`config.mk`:
```
export PLATFORM = sky130hd
export DESIGN_NAME = fm0man_enc
export DESIGN_NICKNAME = d
export VERILOG_FILES = /design/src/rtl/fm0man_pkg.sv /design/src/rtl/fm0man_slot_seq.sv /design/src/rtl/fm0man_ctx_latch.sv /design/src/rtl/fm0man_level_core.sv /design/src/rtl/fm0man_enc.sv
export SDC_FILE = /design/constraint.sdc
export NUM_CORES = 1
export LEC_CHECK = 0
export ABC_AREA = 1
export BUFFER_PORTS_ARGS = -buffer_cell sky130_fd_sc_hd__buf_2
export CORE_AREA = 3 3 40 42
export CTS_CLUSTER_SIZE = 14
export DETAILED_ROUTE_END_ITERATION = 8
export DIE_AREA = 0 0 43 45
export PLACE_DENSITY_LB_ADDON = 0.3
export SYNTH_ARGS = -nofsm -noshare
export SYNTH_HDL_FRONTEND = slang
export SYNTH_SLANG_ARGS = --single-unit
```
`constraint.sdc`:
```
create_clock -name clk -period 1.2 [get_ports clk]
set_clock_uncertainty 0.2 [all_clocks]
set_input_delay 0.06 -clock clk [delete_from_list [all_inputs] [get_ports clk]]
set_output_delay 0.06 -clock clk [all_outputs]
set_load 0.05 [all_outputs]
```
`src/rtl/fm0man_pkg.sv`:
```
package fm0man_pkg;

    localparam int HALVES_PER_BIT = 2;
    localparam int PH_W           = $clog2(HALVES_PER_BIT);

    typedef enum logic {
        CODE_FM0 = 1'b0,
        CODE_MAN = 1'b1
    } code_e;

    typedef struct packed {
        logic  data;
        code_e code;
    } bitctx_t;

    // One function serves both codes: a base level XORed with a flip term.
    function automatic logic next_level(code_e code, logic data, logic lvl, logic first);
        logic base;
        logic flip;
        base = (code == CODE_MAN) ? data  : lvl;
        flip = (code == CODE_MAN) ? first : (first | ~data);
        return base ^ flip;
    endfunction

endpackage

```
`src/rtl/fm0man_slot_seq.sv`:
```
module fm0man_slot_seq
    import fm0man_pkg::*;
(
    input  logic clk,
    input  logic rst,
    input  logic clr,
    input  logic half_en,
    input  logic bit_stb,
    output logic slot_fire,
    output logic slot_first,
    output logic busy
);
    logic [PH_W-1:0] ph_q;

    assign busy       = (ph_q != '0);
    assign slot_first = half_en & bit_stb;
    assign slot_fire  = half_en & (bit_stb | busy);

    always_ff @(posedge clk) begin
        if (rst || clr) begin
            ph_q <= '0;
        end else if (slot_first) begin
            ph_q <= PH_W'(1);
        end else if (slot_fire) begin
            if (ph_q == PH_W'(HALVES_PER_BIT - 1))
                ph_q <= '0;
            else
                ph_q <= ph_q + PH_W'(1);
        end
    end
endmodule

```
`src/rtl/fm0man_ctx_latch.sv`:
```
module fm0man_ctx_latch
    import fm0man_pkg::*;
(
    input  logic    clk,
    input  logic    rst,
    input  logic    clr,
    input  logic    slot_first,
    input  bitctx_t live_ctx,
    output bitctx_t held_ctx,
    output bitctx_t use_ctx
);
    bitctx_t ctx_q;

    always_ff @(posedge clk) begin
        if (rst || clr)
            ctx_q <= '{data: 1'b0, code: CODE_FM0};
        else if (slot_first)
            ctx_q <= live_ctx;
    end

    assign held_ctx = ctx_q;
    assign use_ctx  = slot_first ? live_ctx : ctx_q;
endmodule

```
`src/rtl/fm0man_level_core.sv`:
```
module fm0man_level_core
    import fm0man_pkg::*;
(
    input  logic    clk,
    input  logic    rst,
    input  logic    clr,
    input  logic    slot_fire,
    input  logic    slot_first,
    input  bitctx_t use_ctx,
    output logic    level
);
    logic lvl_q;

    always_ff @(posedge clk) begin
        if (rst || clr)
            lvl_q <= 1'b0;
        else if (slot_fire)
            lvl_q <= next_level(use_ctx.code, use_ctx.data, lvl_q, slot_first);
    end

    assign level = lvl_q;
endmodule

```
`src/rtl/fm0man_enc.sv`:
```
module fm0man_enc
    import fm0man_pkg::*;
(
    input  logic clk,
    input  logic rst,
    input  logic clr,
    input  logic half_en,
    input  logic bit_stb,
    input  logic data_in,
    input  logic mode_man,
    output logic line_out
);
    logic    slot_fire;
    logic    slot_first;
    logic    busy;
    bitctx_t live_ctx;
    bitctx_t held_ctx;
    bitctx_t use_ctx;

    assign live_ctx.data = data_in;
    assign live_ctx.code = mode_man ? CODE_MAN : CODE_FM0;

    fm0man_slot_seq u_seq (
        .clk        (clk),
        .rst        (rst),
        .clr        (clr),
        .half_en    (half_en),
        .bit_stb    (bit_stb),
        .slot_fire  (slot_fire),
        .slot_first (slot_first),
        .busy       (busy)
    );

    fm0man_ctx_latch u_ctx (
        .clk        (clk),
        .rst        (rst),
        .clr        (clr),
        .slot_first (slot_first),
        .live_ctx   (live_ctx),
        .held_ctx   (held_ctx),
        .use_ctx    (use_ctx)
    );

    fm0man_level_core u_core (
        .clk        (clk),
        .rst        (rst),
        .clr        (clr),
        .slot_fire  (slot_fire),
        .slot_first (slot_first),
        .use_ctx    (use_ctx),
        .level      (line_out)
    );
endmodule

```
Word level (Yosys, flattened, before mapping)
Index checks and enable logic that the tools add are counted.
Word-level totals
  flip-flop bits (word level): 4
  bits in latches: 0
  RAM bits: 0
  bits in read-only memories: 0
  bits of input ports: 7
  output and inout port bits: 1
  logic and storage cells: 20
  memories kept: 0
Cells by class
  $add $sub $neg: 1
  $mul: 0
  div/mod/pow operators: 0
  order comparisons: 0
  equal/unequal tests: 0
  shift operators: 0
  muxes and demuxes: 7
  bitwise logic cells: 6
  reductions and logical operators: 2
Operators with widths (count)
  $mux 1: 6
  $and 1x1->1: 2
  $mux 2: 1
  $or 1x1->1: 2
  $reduce_bool 2->1: 1
  $add 1x1->1 const B: 1
  $logic_or 1x1->1: 1
  $not 1->1: 1
  $xor 1x1->1: 1

Logic depth before layout (Yosys ltp)
Gate-level depths: netlist of run 1.
  depth after elaboration: 6
  depth in mapped cells: 8
  mapped depth without buffers: 8

Cells and area by module
A second synthesis of run 1 with hierarchy kept.
Unflattened totals
  cell total of the unflattened synthesis: 48
  area total of the unflattened synthesis: 265.3 sq um
By module, submodules not included
  fm0man_ctx_latch: instances 1, cells each 18, area an instance 102.6 sq um, sequential area each 40.0 sq um
  fm0man_level_core: instances 1, cells each 19, area an instance 97.6 sq um, sequential area each 20.0 sq um
  fm0man_slot_seq: instances 1, cells each 11, area an instance 65.1 sq um, sequential area each 20.0 sq um

Worst setup path after synthesis of run 1
Ideal clock, no wire load.
  path kind: reg2reg
  from: register u_core.lvl_q, in the netlist u_core.level
  to: register u_core.lvl_q, in the netlist u_core.level
  setup time: 109 ps
  arrival: 995 ps
  required time: 891 ps
  path slack: -104 ps
  stages on the path, launching flop included: 6
  path buffers: 0
  clock period less this slack: 1304 ps
  cells stage by stage: dfxtp_1 -> nand3_1 -> nand3_1 -> nand3_1 -> nand2_1 -> inv_1
Between the ends
  longest elaborated chain between the ends: 2
Ends and longest elaborated chain
  from (decl): RTL line fm0man_level_core.sv:12  | logic lvl_q;
  from (signal assigned): RTL line fm0man_level_core.sv:18  | lvl_q <= next_level(use_ctx.code, use_ctx.data, lvl_q, slot_first);
  $mux 1: RTL line fm0man_pkg.sv:20  | base = (code == CODE_MAN) ? data : lvl;
  $xor 1x1->1: RTL line fm0man_pkg.sv:22  | return base ^ flip;
Every way passes these cells.
A chain may end at the register's enable or synchronous reset.

Worst setup path in the final report of run 1
  from: input half_en
  to: register u_ctx.ctx_q (netlist bit u_ctx.held_ctx[0])
Between the ends
  longest elaborated chain between the ends: 2
Ends and longest elaborated chain
  from (decl): RTL line fm0man_enc.sv:7  | input logic half_en,
  $and 1x1->1: RTL line fm0man_slot_seq.sv:16  | assign slot_first = half_en & bit_stb;
  $mux 2
  to (signal assigned): RTL line fm0man_ctx_latch.sv:16  | ctx_q <= '{data: 1'b0, code: CODE_FM0};
  to (signal assigned): RTL line fm0man_ctx_latch.sv:18  | ctx_q <= live_ctx;
  to (decl): RTL line fm0man_ctx_latch.sv:12  | bitctx_t ctx_q;
Every way passes these cells.

==> results of run 1 <==
[how the worst max path moves through the flow]
stage	to	slack [ps]	cells after the start
after floorplan	u_core.level$_SDFFE_PP0P_	70	5
after global placement	u_core.level$_SDFFE_PP0P_	80	9
after detailed placement	u_core.level$_SDFFE_PP0P_	60	9
after CTS	u_core.level$_SDFFE_PP0P_	80	7
after global routing	u_core.level$_SDFFE_PP0P_	0.1	7
final	u_ctx.held_ctx[0]$_SDFF_PP0_	80	4
[report_power, final]
part,switching [mW],total (mW),internal (mW)
clock network,0.0504,0.162,0.112
registers,0.00295,0.142,0.139
logic,0.0336,0.0608,0.0272
[layout by cell type, fill, tap and decap left out]
cell	Yosys	layout
a21oi_1	2	2
buf_2	0	7
clkbuf_4	0	3
clkinv_1	1	1
dfxtp_1	4	1
dfxtp_2	0	3
dlygate4sd3_1	0	3
inv_1	5	5
nand2_1	11	8
nand2_2	1	4
nand2_4	1	1
nand3_1	8	8
nand3b_1	1	1
nor2_1	2	2
o21ai_0	1	1
[cell type report]
type                    instances  area share [%]
multi-input cells              27            39.1
flip-flops and latches          4            24.0
repair buffers                 10            18.6
clock buffers                   3            6.45
inverters                       6            6.45
well taps                      15            5.38
[registers in the layout, summed over array words and instances, names as in the netlist]
signal	cells
u_ctx.held_ctx	2
u_core.level	1
u_seq.busy	1
[kinds of logic after synthesis]
logic type	synth area share [%]
and+or+nand+nor	49.2
buffers and inverters	9.73
DFF	34.6
AOI/OAI and AO/OA	6.48
[synth_stat cells]
cell type	count
dfxtp_1	4
clkinv_1	1
nor2_1	2
o21ai_0	1
nand2_1	11
nand2_2	1
nand3_1	8
inv_1	5
nand3b_1	1
nand2_4	1
a21oi_1	2
[layer usage]
| layer | global-route usage, % | up-vias |
|---|---|---|
| met1 | 8.67 | 111 |
| met3 | 2.39 | 0 |
| met4 | 7.23 | 0 |
| met2 | 7.49 | 5 |
| met5 | 0 | - |
| li1 | - | 145 |
[repair_timing]
action | in CTS | in global routing
setup buffers | 0 | 0
resized for setup | 0 | 5
endpoints found under the setup margin | 0 | 1
hold endpoints to repair | 4 | 0
hold buffers | 3 | 0
[critical path: cells and delay by family]
kind / cells / cell delay (ps)
simple gates: 1 / 140
buf+inv: 2 / 730
compound gates: 1 / 140
==> impl_metrics.csv, run 1 <==
group,metric,value,unit
detailed_routing,ant_nets,0,
min_path,holdPathEnd,"u_ctx.held_ctx[1]$_SDFF_PP0_",
floorplanning,dieArea,1940,sq um
detailed_routing,wl_met2,215,microns
sta,max_slew_margin,83.7,%
cells_and_area,multi_input_area,136,sq um
synth,syn_avg_cell_area,6.26,sq um
cells_and_area,fill_cells,148,
worst_setup_path,crit_start,"half_en",
synth,syn-cell-area,231,sq um
floorplanning,io_pins,8,
detailed_routing,drtPass1Iterations,4,
synth,synth-seq-area-share,34.6,%
clock_network,clkSlewWorstSetupHoldPaths,40,ps
detailed_routing,top_layer,"met3",
cells_and_area,final_util,27.2,%
power,peakVddDrop,0.000312,V
global_routing,grt_overflow,0,
placed_design,port_buffers,7,
worst_setup_path,start_kind,"primary input",
sta,period_needed,1120,ps
floorplanning,start_util,18.0,%
cells_and_area,drive_gt1_share,36.0,%
synth,yosysUniqueCellTypes,11,
placed_design,place.gp.congestion,0.734,
worst_setup_path,end_kind,"register",
global_routing,grt_use_total,6.58,%
synth,synth_area_leaders,"dfxtp_1, nand2_1, nand3_1",
worst_setup_path,crit_slowest_cell,"dlygate4sd3_1",
sta,whs,-20.6,ps
flow_run,drv_cap,0,
worst_setup_path,worstPathArrival,1070,ps
detailed_routing,wl_met3,24,microns
sta,fmax,0.895,GHz
power,p_leak,0.183,nW
clock_network,cts_root_buf,"clkbuf_4",
clock_network,cts.htree.levels,1,
clock_network,tritoncts,"built",
worst_setup_path,worstReg2RegEnd,"u_core.level$_SDFFE_PP0P_",
floorplanning,core,1280,sq um
global_routing,antenna_found_initial,0,
power,power,0.365,mW
placed_design,dp_slack,64.7,ps
detailed_routing,drc,0,
min_path,hold_path_class,"primary input to register",
cells_and_area,regArea,83.8,sq um
cells_and_area,fin_area,349,sq um
worst_setup_path,ff2ff_setup_slack,140,ps
placed_design,postPlaceCellArea,287,sq um
clock_network,clockBufferDepth,2,
min_path,min-delay-start,"data_in",
worst_setup_path,r2r_cells,7,
sta,setup-violations-final,0,
floorplanning,die_height,45,microns
detailed_routing,wl,498,microns
worst_setup_path,r2r-start,"u_ctx.held_ctx[0]$_SDFF_PP0_",
sta,fin_setup_tns,0,ps
power,powerDensity,1040,nW/um^2
detailed_routing,avgViaCountPerCell,4.02,
global_routing,grt_pass1_wl,890,microns
sta,layout_setup_ws,82.4,ps
global_routing,grt_max_degree,7,
synth,postSynthCellCount,37,
worst_setup_path,crit_fanout,5,
min_path,min_path_cells,5,
synth,synth_top_cell_area_share,34.6,%
synth,synth_fp_nets,44,
cells_and_area,areaGrowthSynthToFinish,50.8,%
sta,rsz0062_at_grt,"false",
outcome,violations,"negative hold slack",
synth,ys_warn_count,0,
outcome,status,"complete, but fails checks",
synth,yosysTopAreaCell,"dfxtp_1",
worst_setup_path,cp.required,1150,ps
placed_design,dp_cells,59,
detailed_routing,wl_met1,258,microns
detailed_routing,avgRoutedWirePerCell,7.66,microns
worst_setup_path,cp_cell_sequence,"buf_2 -> nand3_1 -> dlygate4sd3_1 -> a21oi_1",
detailed_routing,vias,261,
clock_network,clkLatencyLatePin,230,ps
floorplanning,die-width,43,microns
sta,slew_viol_final,0,
synth,ys_seq_elements,4,
worst_setup_path,criticalPathCategory,"primary input to register",
worst_setup_path,critical_path.max_stage_delay,600,ps
floorplanning,fp-row-count,13,
detailed_routing,drt-initial-drc-count,1,
cells_and_area,fin_cells,65,
cells_and_area,antenna_cells,0,
clock_network,cts-buffers-inserted,3,
sta,tightestPinTransition,246,ps
clock_network,cts.sinks,4,
cells_and_area,fin_nets,59,
sta,fin_crit_sh,93.1,%
global_routing,grt_pass1_vias,223,
sta,hold_violations,1,
No activity file was read; power rests on OpenSTA's default activity.
==> run 2, diff against run 1 <==
ABC_AREA = unset   (was 1)
BUFFER_PORTS_ARGS = unset   (was -buffer_cell sky130_fd_sc_hd__buf_2)
DONT_BUFFER_PORTS = 1   (was unset)
==> impl_metrics.csv, run 2 <==
group,metric,value,unit
outcome,status,"complete, but fails checks",
outcome,violations,"negative hold slack",
detailed_routing,avgViaCountPerCell,4.50,
power,p_leak,0.121,nW
worst_setup_path,criticalPathCategory,"primary input to register",
clock_network,cts.sinks,4,
synth,syn-cell-area,219,sq um
floorplanning,io_pins,8,
worst_setup_path,crit_start,"clr",
cells_and_area,largest_register_ffs,2,
synth,ys_seq_elements,4,
synth,yosysTopAreaCell,"dfxtp_1",
sta,tightestPinTransition,181,ps
detailed_routing,drc,0,
global_routing,grt_use_total,6.41,%
placed_design,postPlaceCellArea,246,sq um
flow_run,drv_cap,0,
detailed_routing,drtPass1Iterations,2,
floorplanning,dieArea,1940,sq um
clock_network,clockBufferDepth,2,
clock_network,clkSlewWorstSetupHoldPaths,30,ps
floorplanning,core,1280,sq um
synth,syn_avg_cell_area,9.12,sq um
clock_network,cts_root_buf,"clkbuf_4",
clock_network,cts-buffers-inserted,3,
worst_setup_path,cp.required,1150,ps
floorplanning,start_util,17.0,%
sta,period_needed,1150,ps
synth,synth_edf_count,0,
detailed_routing,wl,480,microns
sta,whs,-173,ps
worst_setup_path,start_kind,"primary input",
synth,synth_commonest_cells,"dfxtp_1, mux2i_1, nand4_1, nor2_1, nor3_1",
synth,synth-main-ff-cell,"dfxtp_1",
cells_and_area,fin_area,323,sq um
global_routing,antenna_found_initial,0,
placed_design,dpl.hpwl,351,microns
synth,synth_area_leaders,"dfxtp_1, mux2i_1, o2111ai_2",
power,powerDensity,1090,nW/um^2
cells_and_area,antenna_cells,0,
worst_setup_path,crit_fanout,4,
detailed_routing,vias,216,
synth,synth_top_cell_area_share,36.6,%
detailed_routing,avgRoutedWirePerCell,10.0,microns
cells_and_area,fin_nets,42,
clock_network,tritoncts,"built",
synth,synth-seq-area-share,36.6,%
detailed_routing,ant_nets,0,
power,peakVddDrop,0.000358,V
clock_network,clkLatencyLatePin,230,ps
synth,yosysMostFrequentCell,"dfxtp_1",
synth,synth_fp_nets,31,
sta,fin_crit_sh,95.5,%
floorplanning,die_height,45,microns
cells_and_area,areaGrowthSynthToFinish,47.4,%
sta,fmax,0.872,GHz
sta,hold_violations,2,
floorplanning,fp-row-count,13,
cells_and_area,layout_commonest_cell,"dlygate4sd3_1",
clock_network,cts.htree.levels,1,
cells_and_area,layout_common_cells,"dlygate4sd3_1, clkbuf_4",
worst_setup_path,r2r-start,"u_ctx.held_ctx[0]$_SDFF_PP0_",
global_routing,grt_pass1_vias,209,
global_routing,grt_overflow,0,
sta,max_slew_margin,87.8,%
synth,yosysUniqueCellTypes,17,
placed_design,place.gp.congestion,0.678,
synth,async_flop_share,0,%
cells_and_area,fill_cells,133,
global_routing,grt_max_degree,6,
global_routing,grt_pass1_wl,821,microns
floorplanning,die-width,43,microns
min_path,hold_path_class,"primary input to register",
worst_setup_path,end_kind,"register",
worst_setup_path,worstPathArrival,1090,ps
synth,postSynthCellCount,24,
sta,slew_viol_final,0,
placed_design,port_buffers,0,
min_path,min-delay-start,"half_en",
cells_and_area,drive_gt1_share,30.3,%
synth,ys_warn_count,0,
detailed_routing,drt-initial-drc-count,4,
sta,setup-violations-final,0,
run 2: cell types whose count changed in the layout (fill, tap and decap cells not counted), moves of 2 or more:
cell / delta
a21oi_1: -2
dlygate4sd3_1: +2
nand4_1: +2
nor3_1: +2
nand3_1: -7
mux2i_1: +2
nand2_2: -3
nand2_1: -8
buf_2: -7
inv_1: -4
run 2: per-layer routing:
layer / global-route usage [%] / vias up / wire, microns
met5: 0 / - / 0
met4: 3.61 / 0 / 0
met3: 7.97 / 0 / 52
met2: 7.49 / 10 / 194
met1: 6.27 / 97 / 232
li1: - / 109 / -
run 2: path summary, 6_finish.rpt:
check	end	slack (ps)	cells past startpoint
max reg2reg	u_core.level$_SDFFE_PP0P_	90	3
max	u_core.level$_SDFFE_PP0P_	50	4
min	u_seq.busy$_SDFFE_PP0P_	-170	2
min reg2reg	u_core.level$_SDFFE_PP0P_	310	2
run 2: kinds of logic (layout without fill, tap and decap cells):
group | Yosys count | count (layout) | share of synthesized area (%)
simple gates | 12 | 12 | 33.1
mux | 2 | 2 | 9.14
compound gates | 5 | 5 | 19.4
buf+inv | 1 | 10 | 1.71
flops | 4 | 4 | 36.6
run 2: per-stage QoR:
stage | TNS [ps] | power, mW | utilization, % | std cells | setup WS, ps
6_report | 0 | 0.351 | 25.1 | 48 | 53.5
2_1_floorplan | 0 | 0.167 | - | 24 | 118
3_5_place_dp | 0 | 0.172 | 19.2 | 40 | 68.1
4_1_cts | 0 | 0.349 | 22.5 | 45 | 16.2
3_3_place_gp | 0 | 0.171 | 19.2 | 40 | 95.9
5_1_grt | -0.794 | 0.385 | 25.1 | 48 | -0.794
run 2: timing repair:
action,in CTS,in global routing
resized for setup,0,2
buffers inserted,0,0
hold buffers,2,3
setup endpoints to repair,0,1
hold endpoints to repair,4,4
run 2: worst max-delay path, cell delays in order:
cell and delay [ps]:
dlygate4sd3_1 580, nor2_2 210, nand3_1 100, o211ai_1 150
run 2: power breakdown:
group / switching (mW) / internal, mW
Sequential: 0.00320 / 0.138
Clock: 0.0514 / 0.112
Combinational: 0.0220 / 0.0245
run 2: final cells by class:
cell class	instances	area, sq um	share of cell area, %
multi-input combinational	19	138	42.6
sequential	4	82.6	25.6
timing repair buffer	6	57.6	17.8
clock buffer	3	22.5	6.98
tap	15	18.8	5.81
inverter	1	3.75	1.16
==> run 3, diff against run 2 <==
PLACE_DENSITY_LB_ADDON = unset   (was 0.3)
==> impl_metrics.csv, run 3 (synthesis results as in run 2) <==
group,metric,value,unit
clock_network,clkSlewWorstSetupHoldPaths,40,ps
floorplanning,io_pins,8,
worst_setup_path,end_kind,"register",
floorplanning,dieArea,1940,sq um
detailed_routing,wl,506,microns
worst_setup_path,critPathTopFamily,"flip-flops",
global_routing,grt_pass1_wl,807,microns
sta,tightestPinTransition,144,ps
sta,fin_crit_sh,91.1,%
cells_and_area,drive_gt1_share,31.3,%
sta,fmax,0.915,GHz
sta,setup-violations-final,0,
clock_network,clockBufferDepth,2,
worst_setup_path,crit_slowest_cell,"dfxtp_1",
sta,hold_violations,4,
worst_setup_path,crit_start,"u_seq.busy$_SDFFE_PP0P_",
detailed_routing,drt-initial-drc-count,1,
cells_and_area,largest_register_ffs,2,
worst_setup_path,crit_fanout,3,
clock_network,post_cts_buffers,0,
cells_and_area,layout_commonest_cell,"dlygate4sd3_1",
detailed_routing,drtPass1Iterations,2,
worst_setup_path,worstPathArrival,1010,ps
clock_network,cts-buffers-inserted,3,
worst_setup_path,start_kind,"register",
detailed_routing,avgViaCountPerCell,4.51,
detailed_routing,vias,212,
sta,rsz0062_at_grt,"false",
global_routing,grt_max_degree,6,
cells_and_area,antenna_cells,0,
floorplanning,die-width,43,microns
worst_setup_path,cp.required,1120,ps
clock_network,cts.sinks,4,
outcome,violations,"negative hold slack",
placed_design,dp_slack,65.0,ps
global_routing,grt_overflow,0,
placed_design,port_buffers,0,
sta,whs,-187,ps
floorplanning,fp-row-count,13,
cells_and_area,final_util,24.7,%
cells_and_area,areaGrowthSynthToFinish,45.1,%
min_path,min-delay-start,"half_en",
worst_setup_path,critical_path.max_stage_delay,340,ps
floorplanning,core,1280,sq um
placed_design,place.gp.congestion,0.735,
sta,layout_setup_ws,107,ps
worst_setup_path,criticalPathCategory,"register to register",
sta,period_needed,1090,ps
global_routing,antenna_found_initial,0,
flow_run,drv_cap,0,
floorplanning,start_util,17.0,%
worst_setup_path,r2r-start,"u_seq.busy$_SDFFE_PP0P_",
cells_and_area,fin_nets,41,
detailed_routing,avgRoutedWirePerCell,10.8,microns
worst_setup_path,cp.buffers_inverters,0,
min_path,hold_path_class,"primary input to register",
cells_and_area,layout_common_cells,"dlygate4sd3_1, clkbuf_4",
floorplanning,die_height,45,microns
outcome,status,"complete, but fails checks",
cells_and_area,fill_cells,142,
clock_network,cts.htree.levels,1,
clock_network,tritoncts,"built",
sta,fin_setup_tns,0,ps
global_routing,grt_pass1_vias,199,
power,p_leak,0.119,nW
sta,max_slew_margin,90.1,%
power,powerDensity,1130,nW/um^2
worst_setup_path,cp_cell_sequence,"nand3b_1 -> o2111ai_2 -> o211ai_1",
clock_network,cts_root_buf,"clkbuf_4",
global_routing,grt_use_total,6.25,%
detailed_routing,ant_nets,0,
power,peakVddDrop,0.000521,V
detailed_routing,drc,0,
clock_network,clkLatencyLatePin,240,ps
sta,slew_viol_final,0,
-- run 3: final timing paths --
| path | to | slack, ps | depth (start not counted) |
|---|---|---|---|
| worst max-delay path | u_core.level$_SDFFE_PP0P_ | 110 | 3 |
| worst min-delay path | u_seq.busy$_SDFFE_PP0P_ | -190 | 2 |
| worst max register to register | u_core.level$_SDFFE_PP0P_ | 110 | 3 |
| worst min register to register | u_core.level$_SDFFE_PP0P_ | 290 | 2 |
-- run 3: cell type report --
cell class | count | area (sq um) | share of cell area, %
inverter | 1 | 3.75 | 1.18
timing repair buffer | 5 | 47.5 | 15.0
clock buffer | 3 | 22.5 | 7.09
tap | 15 | 18.8 | 5.91
sequential | 4 | 82.6 | 26.0
multi-input combinational | 19 | 143 | 44.9
-- run 3: timing repair --
item | in CTS | in global routing
setup endpoints to repair | 0 | 2
endpoints found under the hold margin | 4 | 4
resized for setup | 0 | 3
hold buffers | 1 | 3
-- run 3: stage by stage --
stage | cell area, sq um | total power, mW | instances
after global placement | 246 | 0.172 | 40
after CTS | 279 | 0.349 | 44
after global routing | 318 | 0.380 | 47
after detailed placement | 246 | 0.172 | 40
after floorplan | 220 | 0.167 | 24
final | 318 | 0.358 | 47
-- run 3: routing by layer --
layer  track usage [%]  part of all wire, %  wire length [microns]  vias to the layer above
met4              3.61                    0                      0                        0
met2              8.68                   45                    226                       12
met1              5.80                   38                    190                       94
met5                 0                    0                      0                        -
met3              6.37                   17                     88                        0
li1                  -                    -                      -                      106
-- run 3: worst register-to-register path, cell delays in order, from the launching register on --
cell	delay [ps]
dfxtp_1	340
nand3b_1	120
o2111ai_2	200
o211ai_1	100
-- run 3: power by group --
group / leakage, nW / internal, mW / switching (mW)
combinational: 0.0721 / 0.0229 / 0.0222
sequential: 0.0334 / 0.138 / 0.00334
clock: 0.0138 / 0.112 / 0.0593
total: 0.119 / 0.273 / 0.0848
